**src/rtl/hdx_pkg.sv**
```systemverilog
package hdx_pkg;
  localparam int unsigned CSR_W   = 4;
  localparam int unsigned RXF_BIT = 0;
  localparam int unsigned TXE_BIT = 1;
  localparam int unsigned RQE_BIT = 2;
  localparam int unsigned TQE_BIT = 3;
endpackage

```
**src/rtl/hdx_slot.sv**
```systemverilog
module hdx_slot #(
  parameter int unsigned W = 32
) (
  input  logic         clk,
  input  logic         rst_n,
  input  logic         load,
  input  logic [W-1:0] ld_data,
  input  logic         unload,
  input  logic         flush,
  output logic         full,
  output logic [W-1:0] data
);
  // flush beats load, load beats unload
  always_ff @(posedge clk or negedge rst_n) begin
    if (!rst_n) begin
      full <= 1'b0;
      data <= '0;
    end else if (flush) begin
      full <= 1'b0;
    end else if (load) begin
      full <= 1'b1;
      data <= ld_data;
    end else if (unload) begin
      full <= 1'b0;
    end
  end
endmodule

```
**src/rtl/hdx_channel.sv**
```systemverilog
module hdx_channel #(
  parameter int unsigned W = 32
) (
  input  logic         clk,
  input  logic         rst_n,
  input  logic         in_valid,
  output logic         in_ready,
  input  logic [W-1:0] in_data,
  output logic         out_valid,
  input  logic         out_ready,
  output logic [W-1:0] out_data,
  input  logic         src_flush,
  input  logic         dst_flush,
  output logic         src_full,
  output logic         dst_full
);
  logic         xfer;
  logic [W-1:0] src_data;

  assign in_ready  = ~src_full & ~src_flush;
  assign out_valid = dst_full & ~dst_flush;
  assign xfer      = src_full & ~dst_full & ~src_flush & ~dst_flush;

  hdx_slot #(.W(W)) i_src (
    .clk     (clk),
    .rst_n   (rst_n),
    .load    (in_valid & in_ready),
    .ld_data (in_data),
    .unload  (xfer),
    .flush   (src_flush),
    .full    (src_full),
    .data    (src_data)
  );

  hdx_slot #(.W(W)) i_dst (
    .clk     (clk),
    .rst_n   (rst_n),
    .load    (xfer),
    .ld_data (src_data),
    .unload  (out_valid & out_ready),
    .flush   (dst_flush),
    .full    (dst_full),
    .data    (out_data)
  );
endmodule

```
**src/rtl/hdx_ctrl.sv**
```systemverilog
module hdx_ctrl
  import hdx_pkg::*;
(
  input  logic             clk,
  input  logic             rst_n,
  input  logic             cfg_wr,
  input  logic             cfg_rx_req_en,
  input  logic             cfg_tx_req_en,
  input  logic             cfg_init,
  input  logic             host_rst,
  input  logic             rx_full,
  input  logic             tx_full,
  output logic             rx_flush,
  output logic             tx_flush,
  output logic [CSR_W-1:0] csr,
  output logic             host_req
);
  logic rqe, tqe, init_now;

  assign init_now = cfg_wr & cfg_init;
  assign rx_flush = host_rst | (init_now & cfg_rx_req_en);
  assign tx_flush = host_rst | (init_now & cfg_tx_req_en);

  always_ff @(posedge clk or negedge rst_n) begin
    if (!rst_n) begin
      rqe <= 1'b0;
      tqe <= 1'b0;
    end else if (cfg_wr) begin
      rqe <= cfg_rx_req_en;
      tqe <= cfg_tx_req_en;
    end
  end

  always_comb begin
    csr          = '0;
    csr[RXF_BIT] = rx_full;
    csr[TXE_BIT] = ~tx_full;
    csr[RQE_BIT] = rqe;
    csr[TQE_BIT] = tqe;
  end

  assign host_req = (rqe & rx_full) | (tqe & ~tx_full);
endmodule

```
**src/rtl/hdx_mailbox.sv**
```systemverilog
module hdx_mailbox
  import hdx_pkg::*;
#(
  parameter int unsigned DATA_W = 32
) (
  input  logic              clk,
  input  logic              rst_n,
  input  logic              dsp_tx_valid,
  output logic              dsp_tx_ready,
  input  logic [DATA_W-1:0] dsp_tx_data,
  output logic              host_rx_valid,
  input  logic              host_rx_ready,
  output logic [DATA_W-1:0] host_rx_data,
  input  logic              host_tx_valid,
  output logic              host_tx_ready,
  input  logic [DATA_W-1:0] host_tx_data,
  output logic              dsp_rx_valid,
  input  logic              dsp_rx_ready,
  output logic [DATA_W-1:0] dsp_rx_data,
  input  logic              host_rst,
  input  logic              cfg_wr,
  input  logic              cfg_rx_req_en,
  input  logic              cfg_tx_req_en,
  input  logic              cfg_init,
  output logic [CSR_W-1:0]  host_csr,
  output logic              host_req
);
  logic d2h_src_full, rx_full;
  logic tx_full, h2d_dst_full;
  logic rx_flush, tx_flush;

  hdx_channel #(.W(DATA_W)) i_d2h (
    .clk       (clk),
    .rst_n     (rst_n),
    .in_valid  (dsp_tx_valid),
    .in_ready  (dsp_tx_ready),
    .in_data   (dsp_tx_data),
    .out_valid (host_rx_valid),
    .out_ready (host_rx_ready),
    .out_data  (host_rx_data),
    .src_flush (1'b0),
    .dst_flush (rx_flush),
    .src_full  (d2h_src_full),
    .dst_full  (rx_full)
  );

  hdx_channel #(.W(DATA_W)) i_h2d (
    .clk       (clk),
    .rst_n     (rst_n),
    .in_valid  (host_tx_valid),
    .in_ready  (host_tx_ready),
    .in_data   (host_tx_data),
    .out_valid (dsp_rx_valid),
    .out_ready (dsp_rx_ready),
    .out_data  (dsp_rx_data),
    .src_flush (tx_flush),
    .dst_flush (1'b0),
    .src_full  (tx_full),
    .dst_full  (h2d_dst_full)
  );

  hdx_ctrl i_ctrl (
    .clk           (clk),
    .rst_n         (rst_n),
    .cfg_wr        (cfg_wr),
    .cfg_rx_req_en (cfg_rx_req_en),
    .cfg_tx_req_en (cfg_tx_req_en),
    .cfg_init      (cfg_init),
    .host_rst      (host_rst),
    .rx_full       (rx_full),
    .tx_full       (tx_full),
    .rx_flush      (rx_flush),
    .tx_flush      (tx_flush),
    .csr           (host_csr),
    .host_req      (host_req)
  );
endmodule

```
**config.mk**
```make
export PLATFORM = sky130hd
export DESIGN_NAME = hdx_mailbox
export DESIGN_NICKNAME = d
export VERILOG_FILES = /design/src/rtl/hdx_pkg.sv /design/src/rtl/hdx_slot.sv /design/src/rtl/hdx_channel.sv /design/src/rtl/hdx_ctrl.sv /design/src/rtl/hdx_mailbox.sv
export SDC_FILE = /design/constraint.sdc
export NUM_CORES = 1
export LEC_CHECK = 0
export ABC_AREA = 1
export BUFFER_PORTS_ARGS = -buffer_cell sky130_fd_sc_hd__clkbuf_2
export CAP_MARGIN = 15
export CORE_MARGIN = 2
export CORE_UTILIZATION = 45
export CTS_BUF_LIST = sky130_fd_sc_hd__clkbuf_4 sky130_fd_sc_hd__clkbuf_8
export DETAILED_ROUTE_END_ITERATION = 12
export GPL_TIMING_DRIVEN = 0
export PLACE_DENSITY_LB_ADDON = 0.15
export SLEW_MARGIN = 20
export SYNTH_ARGS = -nofsm -noshare
export SYNTH_HDL_FRONTEND = slang
export SYNTH_SLANG_ARGS = --single-unit
```
**constraint.sdc**
```tcl
create_clock -name clk -period 1.9 [get_ports clk]
set_input_delay 0 -clock clk [delete_from_list [all_inputs] [get_ports clk]]
set_output_delay 0 -clock clk [all_outputs]
set_load 0.03 [all_outputs]
```
After elaboration in Yosys (flattened, before gate mapping):

Index checks and enable logic that the tools add are counted.

* register bits after elaboration: 134
* input bits: 75
* word-level logic and storage cells: 50

* muxes and demuxes: 10
* bitwise operators: 24
* reduce and logical (&&, ||, !) cells: 6

Operators by type and width (number)
* bitwise AND 1 bit: 15
* 2-to-1 mux 1 bit: 10
* NOT 1 bit: 6
* nonzero test 3 bit: 2
* AND reduction 2 bit: 2
* nonzero test 2 bit: 2
* bitwise OR 1 bit: 3

Longest topological paths before layout:

Gate-level depths: netlist of the first run.

* word-level depth: 9
* depth in mapped cells: 7

By module:

A second synthesis of the first run with hierarchy kept.

* cells, all modules: 628
* area, all modules: 5901.9 µm²

By module, submodules not included
* hdx_slot: instances 4, cells an instance 144, area an instance 1412.6 µm², seq. area each 825.8 µm²
* hdx_ctrl: instances 1, cells an instance 21, area an instance 135.1 µm², seq. area each 50.0 µm²
* hdx_channel: instances 2, cells an instance 15, area an instance 56.3 µm², seq. area each 0.0 µm²
* hdx_mailbox: instances 1, cells an instance 1, area an instance 3.8 µm², seq. area each 0.0 µm²

Worst setup path before layout of the first run:

OpenSTA, ideal clock, no wires.

* path type: register -> register
* start: reg i_d2h.i_src.full
* end: reg i_d2h.i_src.data[20]
* setup time: 68 ps
* arrival time: 1169 ps
* required time: 1832 ps
* setup slack: 662 ps
* cell stages (with the launch flop): 5
* buffers on the path: 1
* period minus slack after synthesis: 1238 ps
* path through: dfrtp_1 inv_2 buf_1 nand3_1 nand2_1

* longest elaborated chain between the ends: 2

RTL lines
* from (decl): RTL line hdx_slot.sv:10 `output logic full,`
* from (signal assigned): RTL line hdx_slot.sv:16 `full <= 1'b0;`
* from (signal assigned): RTL line hdx_slot.sv:19 `full <= 1'b0;`
* from (signal assigned): RTL line hdx_slot.sv:21 `full <= 1'b1;`
* NOT 1 bit: RTL line hdx_channel.sv:20 `assign in_ready = ~src_full & ~src_flush;`
* named net dsp_tx_ready: RTL line hdx_mailbox.sv:9 `output logic dsp_tx_ready,`
* bitwise AND 1 bit: RTL line hdx_channel.sv:27 `.load (in_valid & in_ready),`
* to (signal assigned): RTL line hdx_slot.sv:22 `data <= ld_data;`
* to (decl): RTL line hdx_slot.sv:11 `output logic [W-1:0] data`

The timed path passes the listed nets, and every way through them passes these cells.
A chain may end at the register's enable or synchronous reset.

Worst setup path after layout of the first run:

* start: reg i_d2h.i_src.full
* end: reg i_d2h.i_src.data[29]

* longest elaborated chain between the ends: 2

RTL lines (RTL line)
* NOT 1 bit: hdx_channel.sv:20
* bitwise AND 1 bit: hdx_channel.sv:27

Every way passes these cells.

==> results of run 1 <==
==> cells by family (layout without fill, tap and decap cells) <==
group / count (synthesis) / count (layout)
simple gates: 403 / 403
flops: 134 / 134
buf+inv: 50 / 311
compound gates: 5 / 5
==> state kept, by name, indices dropped and copies added (netlist names) <==
| signal | flops |
|---|---|
| i_d2h.i_dst.data | 32 |
| i_d2h.i_src.data | 32 |
| i_h2d.i_dst.data | 32 |
| i_h2d.i_src.data | 32 |
| i_ctrl.rqe | 1 |
| i_ctrl.tqe | 1 |
| i_d2h.i_dst.full | 1 |
| i_d2h.i_src.full | 1 |
| i_h2d.i_dst.full | 1 |
| i_h2d.i_src.full | 1 |
==> repair_timing <==
item,4_1_cts,5_1_grt
setup endpoints to repair,0,2
hold buffers,82,0
hold endpoints to repair,136,0
resized for setup,0,2
setup buffers,0,0
==> per-layer routing <==
layer  vias to the layer above  track usage (%)  wire length (um)
met5                         -                0                 0
met4                         0            8.455               278
met3                        23            5.356               608
met2                       157            35.25              6476
met1                      2238            28.23              5938
li1                       2357                -                 -
==> worst max-delay path, delay by kind of cell, from the launching register on <==
| family | cells | cell delay (ns) |
|---|---|---|
| buf+inv | 3 | 1.21 |
| simple gates | 2 | 0.14 |
| flops | 1 | 0.41 |
==> power groups by stage <==
stage	Sequential (uW)	Clock (uW)	Combinational, uW
after global routing	4490	3030	3700
after floorplan	5390	0	1120
after detailed placement	4400	0	3230
final	4370	2870	3370
after CTS	4350	2920	3400
after global placement	4370	0	3170
==> metrics by stage <==
| step | setup TNS (ns) | std cells | power (uW) |
|---|---|---|---|
| floorplan | 0 | 592 | 6513 |
| global placement | -168.84 | 881 | 7545 |
| detailed placement | 0 | 882 | 7628 |
| CTS | 0 | 996 | 10670 |
| global route | 0 | 996 | 11210 |
| finish | 0 | 996 | 10600 |
==> cells in the mapped netlist (all sizes together) <==
cell type	n
dfrtp	134
clkbuf	5
o21ai	4
nor2	4
o22ai	1
inv	13
nand4	1
nand3	100
nand2	298
buf	32
==> worst max path at each step <==
stage,to,start,slack (ns),depth (start not counted)
2_1_floorplan,i_d2h.i_src.data[20],i_d2h.i_src.full,0.66,4
3_3_place_gp,i_d2h.i_src.data[23],rst_n,-1.27,1
3_5_place_dp,i_h2d.i_src.data[26],i_h2d.i_src.full,0.66,6
4_1_cts,i_d2h.i_src.data[29],i_d2h.i_src.full,0.06,5
5_1_grt,i_h2d.i_src.data[1],i_h2d.i_src.full,0.008,7
6_report,i_d2h.i_src.data[29],i_d2h.i_src.full,0.09,5
==> layout make-up <==
class	instances	area, um^2	area share, %
sequential	134	3353	44.14
clock inverter	12	224.0	2.948
multi-input combinational	408	1715	22.58
inverter	13	51.30	0.6753
buffer	37	216.5	2.850
clock buffer	20	269.0	3.541
tap	143	178.9	2.355
timing repair buffer	229	1588	20.90
==> results.json, run 1 <==
{
  "cts_root_buf": "clkbuf_8",
  "tritoncts": "yes",
  "worst_hold_path_type": "in2reg",
  "routedWlPerCell_um": 13.35,
  "crit_fanout": 8,
  "drt-initial-drc-count": 245,
  "die_height_um": 112.8,
  "drt_first_pass_iters": 7,
  "syn-mean-instance-area_um2": 9.001,
  "clk_pin_slew_worst_paths_ns": 0.08,
  "swShare_pct": 37.20,
  "yosys-top-cells-area": "dfrtp_1, nand2_1, nand3_1, buf_2, buf_4",
  "final_core_utilization_pct": 66.24,
  "antenna-diode-count": 0,
  "worst_slew_margin_rel_pct": 61.94,
  "setup.worst_path.end_class": "register",
  "finalClockSkew_ns": 0.008798,
  "core_region_area_mm2": 0.01147,
  "crit_path_frequent_cell": "dlygate4sd3_1",
  "hold_depth": 5,
  "synth_top_area_share_pct": 62.93,
  "cts_made_buffers": 17,
  "worstPathCellList": "inv_4 > nand3_1 > dlygate4sd3_1 > nand2_1 > dlygate4sd3_1",
  "initial_utilization_pct": 46.47,
  "final.hold.worst_slack_ns": 0.04269,
  "ant_nets": 0,
  "flow.area_growth_from_synthesis_pct": 42.55,
  "synth_warn": 0,
  "type_of_origin_of_the_critical_path": "register",
  "grt_first_pass_wirelength_um": 21940,
  "ys_types": 19,
  "antenna_violations_before_repair": 0,
  "fmax_ghz": 0.5523,
  "finalCritPeriodShare_pct": 95.30,
  "ratio_of_cells_with_drive_above_1_in_the_final_layout_pct": 25.79,
  "leakagePower_uw": 0.004242,
  "mappedNetlistArea_mm2": 0.005329,
  "vias": 4775,
  "internal_cell_power_uw": 6657,
  "grt_max_degree": 69,
  "final_design_area_no_fill_mm2": 0.007596,
  "placement_rows": 39,
  "detail_route.drc_violations": 0,
  "timing.final.crit_period_ns": 1.811,
  "grt_usage_pct": 21.69,
  "cap_violations": 0,
  "critPathKind": "reg2reg",
  "power.ir.vdd_worst_uv": 860.8,
  "timing.rr.end": "i_d2h.i_src.data[29]",
  "io_pins": 148,
  "post_synth_xor_area_fraction_pct": 0,
  "grt_overflow_total": 0,
  "timing.critical_path.slowest_cell_delay_ns": 0.56,
  "yosys.area_share.adder_pct": 0,
  "mostFrequentLayoutCells": "nand2_1, clkbuf_2, dfrtp_1, nand3_1, dlygate4sd3_1",
  "synth.mux.area_fraction_pct": 0,
  "share_comb_of_total_power_pct": 31.8,
  "rsz_0062_raised_after_global_routing": "false",
  "seq_area_frac_synth_pct": 62.93,
  "cts.htree.levels": 4,
  "num-fill-cells": 946,
  "report.final.setup_viol": 0,
  "layout.cells.most_common": "nand2_1",
  "synth_top_cell_by_area": "dfrtp_1",
  "worstHoldStart": "host_rst",
  "nNetsFinal": 915,
  "total_switching_power_uw": 3943,
  "final-max-slew-violation-count": 0,
  "synth-simple-area-share_pct": 31.60,
  "slowest_stage": "dlygate4sd3_1",
  "crit_required_ns": 2.27,
  "dp_slack_ns": 0.6624,
  "worstRegToRegCells": 5,
  "port_buffer_count": 146,
  "cp.arrival_ns": 2.18,
  "wirelength_um": 13300,
  "r2r_setup_slack_ns": 0.09,
  "setup_ws_ns": 0.08927,
  "finalHoldViolCount": 0,
  "synth-seq-cells": 134,
  "clock_latency_ns": 0.42,
  "worstMarginPinSlew_ns": 0.5708,
  "placed_area_mm2": 0.006275,
  "power.density_cell_area_mw_per_mm2": 1395,
  "globalplace.congestion": 0.7564,
  "compound_cell_area_share_of_the_yosys_netlist_pct": 0.4931,
  "hold_end": "i_h2d.i_src.data[31]",
  "tritoncts_num_sinks": 134,
  "synth_top_family_by_area": "simple AND/OR/NAND/NOR gates",
  "r2r-start": "i_d2h.i_src.full",
  "first_global_vias": 4666,
  "die_width_um": 112.8,
  "detail_route.vias_per_cell": 4.794,
  "outcome": "finished clean",
  "synthCells": 592,
  "synthesis.nets": 667,
  "sequential_share_of_power_pct": 41.2,
  "design.die.area_mm2": 0.01273,
  "clockPowerShare_pct": 27.0,
  "clockBufferDepth": 2,
  "dp.final_hpwl_um": 8618
}
No activity file was read; power rests on OpenSTA's default activity.
==> inputs of run 2 (changes only) <==
Clock period 1.9 ns to 1.75 ns, I/O delays scaled along.
==> results.json, run 2 (synthesis results as in run 1) <==
{
  "drt-initial-drc-count": 237,
  "tritoncts": "yes",
  "multi_input_area_mm2": 0.001710,
  "clock_latency_ns": 0.42,
  "timing.rr.end": "i_h2d.i_src.data[0]",
  "port_buffer_count": 146,
  "outcome": "finished clean",
  "worstMarginPinSlew_ns": 0.5681,
  "placed_area_mm2": 0.006275,
  "placement_rows": 39,
  "finalCritPeriodShare_pct": 91.62,
  "final_design_area_no_fill_mm2": 0.007555,
  "ratio_of_cells_with_drive_above_1_in_the_final_layout_pct": 25.91,
  "final_core_utilization_pct": 65.88,
  "critPathKind": "in2reg",
  "r2r_setup_slack_ns": 0.18,
  "final.hold.worst_slack_ns": 0.04875,
  "clockBufferDepth": 2,
  "worstRegToRegCells": 6,
  "flow.area_growth_from_synthesis_pct": 41.77,
  "cap_violations": 0,
  "grt_max_degree": 69,
  "hold_end": "i_h2d.i_src.data[31]",
  "cts.htree.levels": 4,
  "timing.critical_path.slowest_cell_delay_ns": 0.56,
  "cts_root_buf": "clkbuf_8",
  "seq_area_mm2": 0.003353,
  "dp_slack_ns": 0.5124,
  "ant_nets": 0,
  "power.ir.vdd_worst_uv": 935.8,
  "initial_utilization_pct": 46.47,
  "routedWlPerCell_um": 13.31,
  "cp.arrival_ns": 1.90,
  "globalplace.congestion": 0.7564,
  "type_of_origin_of_the_critical_path": "primary input",
  "die_width_um": 112.8,
  "report.final.setup_viol": 0,
  "first_global_vias": 4650,
  "tritoncts_num_sinks": 134,
  "rsz_0062_raised_after_global_routing": "false",
  "mostFrequentLayoutCells": "nand2_1, clkbuf_2, dfrtp_1, nand3_1, dlygate4sd3_1",
  "die_height_um": 112.8,
  "grt_first_pass_wirelength_um": 21910,
  "io_pins": 148,
  "timing.final.crit_period_ns": 1.603,
  "grt_overflow_total": 0,
  "worstHoldStart": "host_rst",
  "wirelength_um": 13200,
  "finalHoldViolCount": 0,
  "crit_fanout": 2,
  "fmax_ghz": 0.6237,
  "drt_first_pass_iters": 4,
  "slowest_stage": "dlygate4sd3_1",
  "dp.final_hpwl_um": 8618,
  "setup_ws_ns": 0.1466,
  "layout.cells.most_common": "nand2_1",
  "cts_made_buffers": 17,
  "core_region_area_mm2": 0.01147,
  "hold_depth": 5,
  "post-cts-setup-buffer-count": 0,
  "detail_route.drc_violations": 0,
  "post_cts_resize_count": 0,
  "final-max-slew-violation-count": 0,
  "num-fill-cells": 951,
  "worst_hold_path_type": "in2reg",
  "clk_pin_slew_worst_paths_ns": 0.07,
  "crit_path_frequent_cell": "dlygate4sd3_1",
  "worst_slew_margin_rel_pct": 62.12,
  "vias": 4719,
  "setup.worst_path.end_class": "register",
  "detail_route.vias_per_cell": 4.757,
  "antenna-diode-count": 0,
  "r2r-start": "i_h2d.i_src.full",
  "leakagePower_uw": 0.004225,
  "antenna_violations_before_repair": 0,
  "finalClockSkew_ns": 0.006688,
  "design.die.area_mm2": 0.01273,
  "worstPathCellList": "dlygate4sd3_1 > clkbuf_2 > nand2_1 > dlygate4sd3_1 > o21ai_0 > dlygate4sd3_1",
  "grt_usage_pct": 21.66,
  "crit_required_ns": 2.05,
  "nNetsFinal": 911,
  "power.density_cell_area_mw_per_mm2": 1516
}
-- run 2: worst max-delay path by stage --
stage	slack [ns]	cells after the start	to	startpoint
after global placement	-1.42	1	i_d2h.i_src.data[23]	rst_n
after floorplan	0.51	4	i_d2h.i_src.data[20]	i_d2h.i_src.full
after CTS	0.10	3	dsp_tx_ready	i_d2h.i_src.full
final	0.15	6	i_ctrl.rqe	cfg_rx_req_en
after detailed placement	0.51	6	i_h2d.i_src.data[26]	i_h2d.i_src.full
after global routing	0.01	6	i_h2d.i_src.data[0]	i_h2d.i_src.full
-- run 2: where the power goes --
part           total (uW)  leakage (uW)  switching, uW  internal [uW]
Sequential           4740       0.00169            601           4130
Combinational        3610       0.00230           2490           1130
Clock                3100      0.000235           1170           1930
Total               11400       0.00422           4250           7200
-- run 2: routing by layer --
metal | global-route usage (%) | wire length [um]
met1 | 28.27 | 5864
met2 | 35.17 | 6528
met4 | 8.455 | 238
met3 | 5.303 | 569
met5 | 0 | 0
-- run 2: area by class of cell --
class	count	area share, %
multi-input cells	408	22.64
clock buffers	20	3.561
repair buffers	226	20.62
well taps	143	2.368
clock inverters	12	2.965
plain buffers	36	2.816
flip-flops and latches	134	44.39
inverters	13	0.6459
-- run 2: stage by stage --
stage | total power (uW) | setup TNS, ns | std cells
6_report | 11450 | 0 | 992
3_5_place_dp | 8282 | 0 | 882
3_3_place_gp | 8191 | -188.94 | 881
4_1_cts | 11550 | 0 | 993
2_1_floorplan | 7072 | 0 | 592
5_1_grt | 12130 | 0 | 992
-- run 2: timing repair --
action | 4_1_cts | 5_1_grt
setup endpoints to repair | 0 | 1
hold endpoints to repair | 136 | 0
hold buffers | 79 | 0
-- run 2: worst max-delay path: cells and delay by family --
kind                   cells  cell delay, ns
AOI/OAI and AO/OA          1            0.07
buffers and inverters      4            1.76
and+or+nand+nor            1            0.07
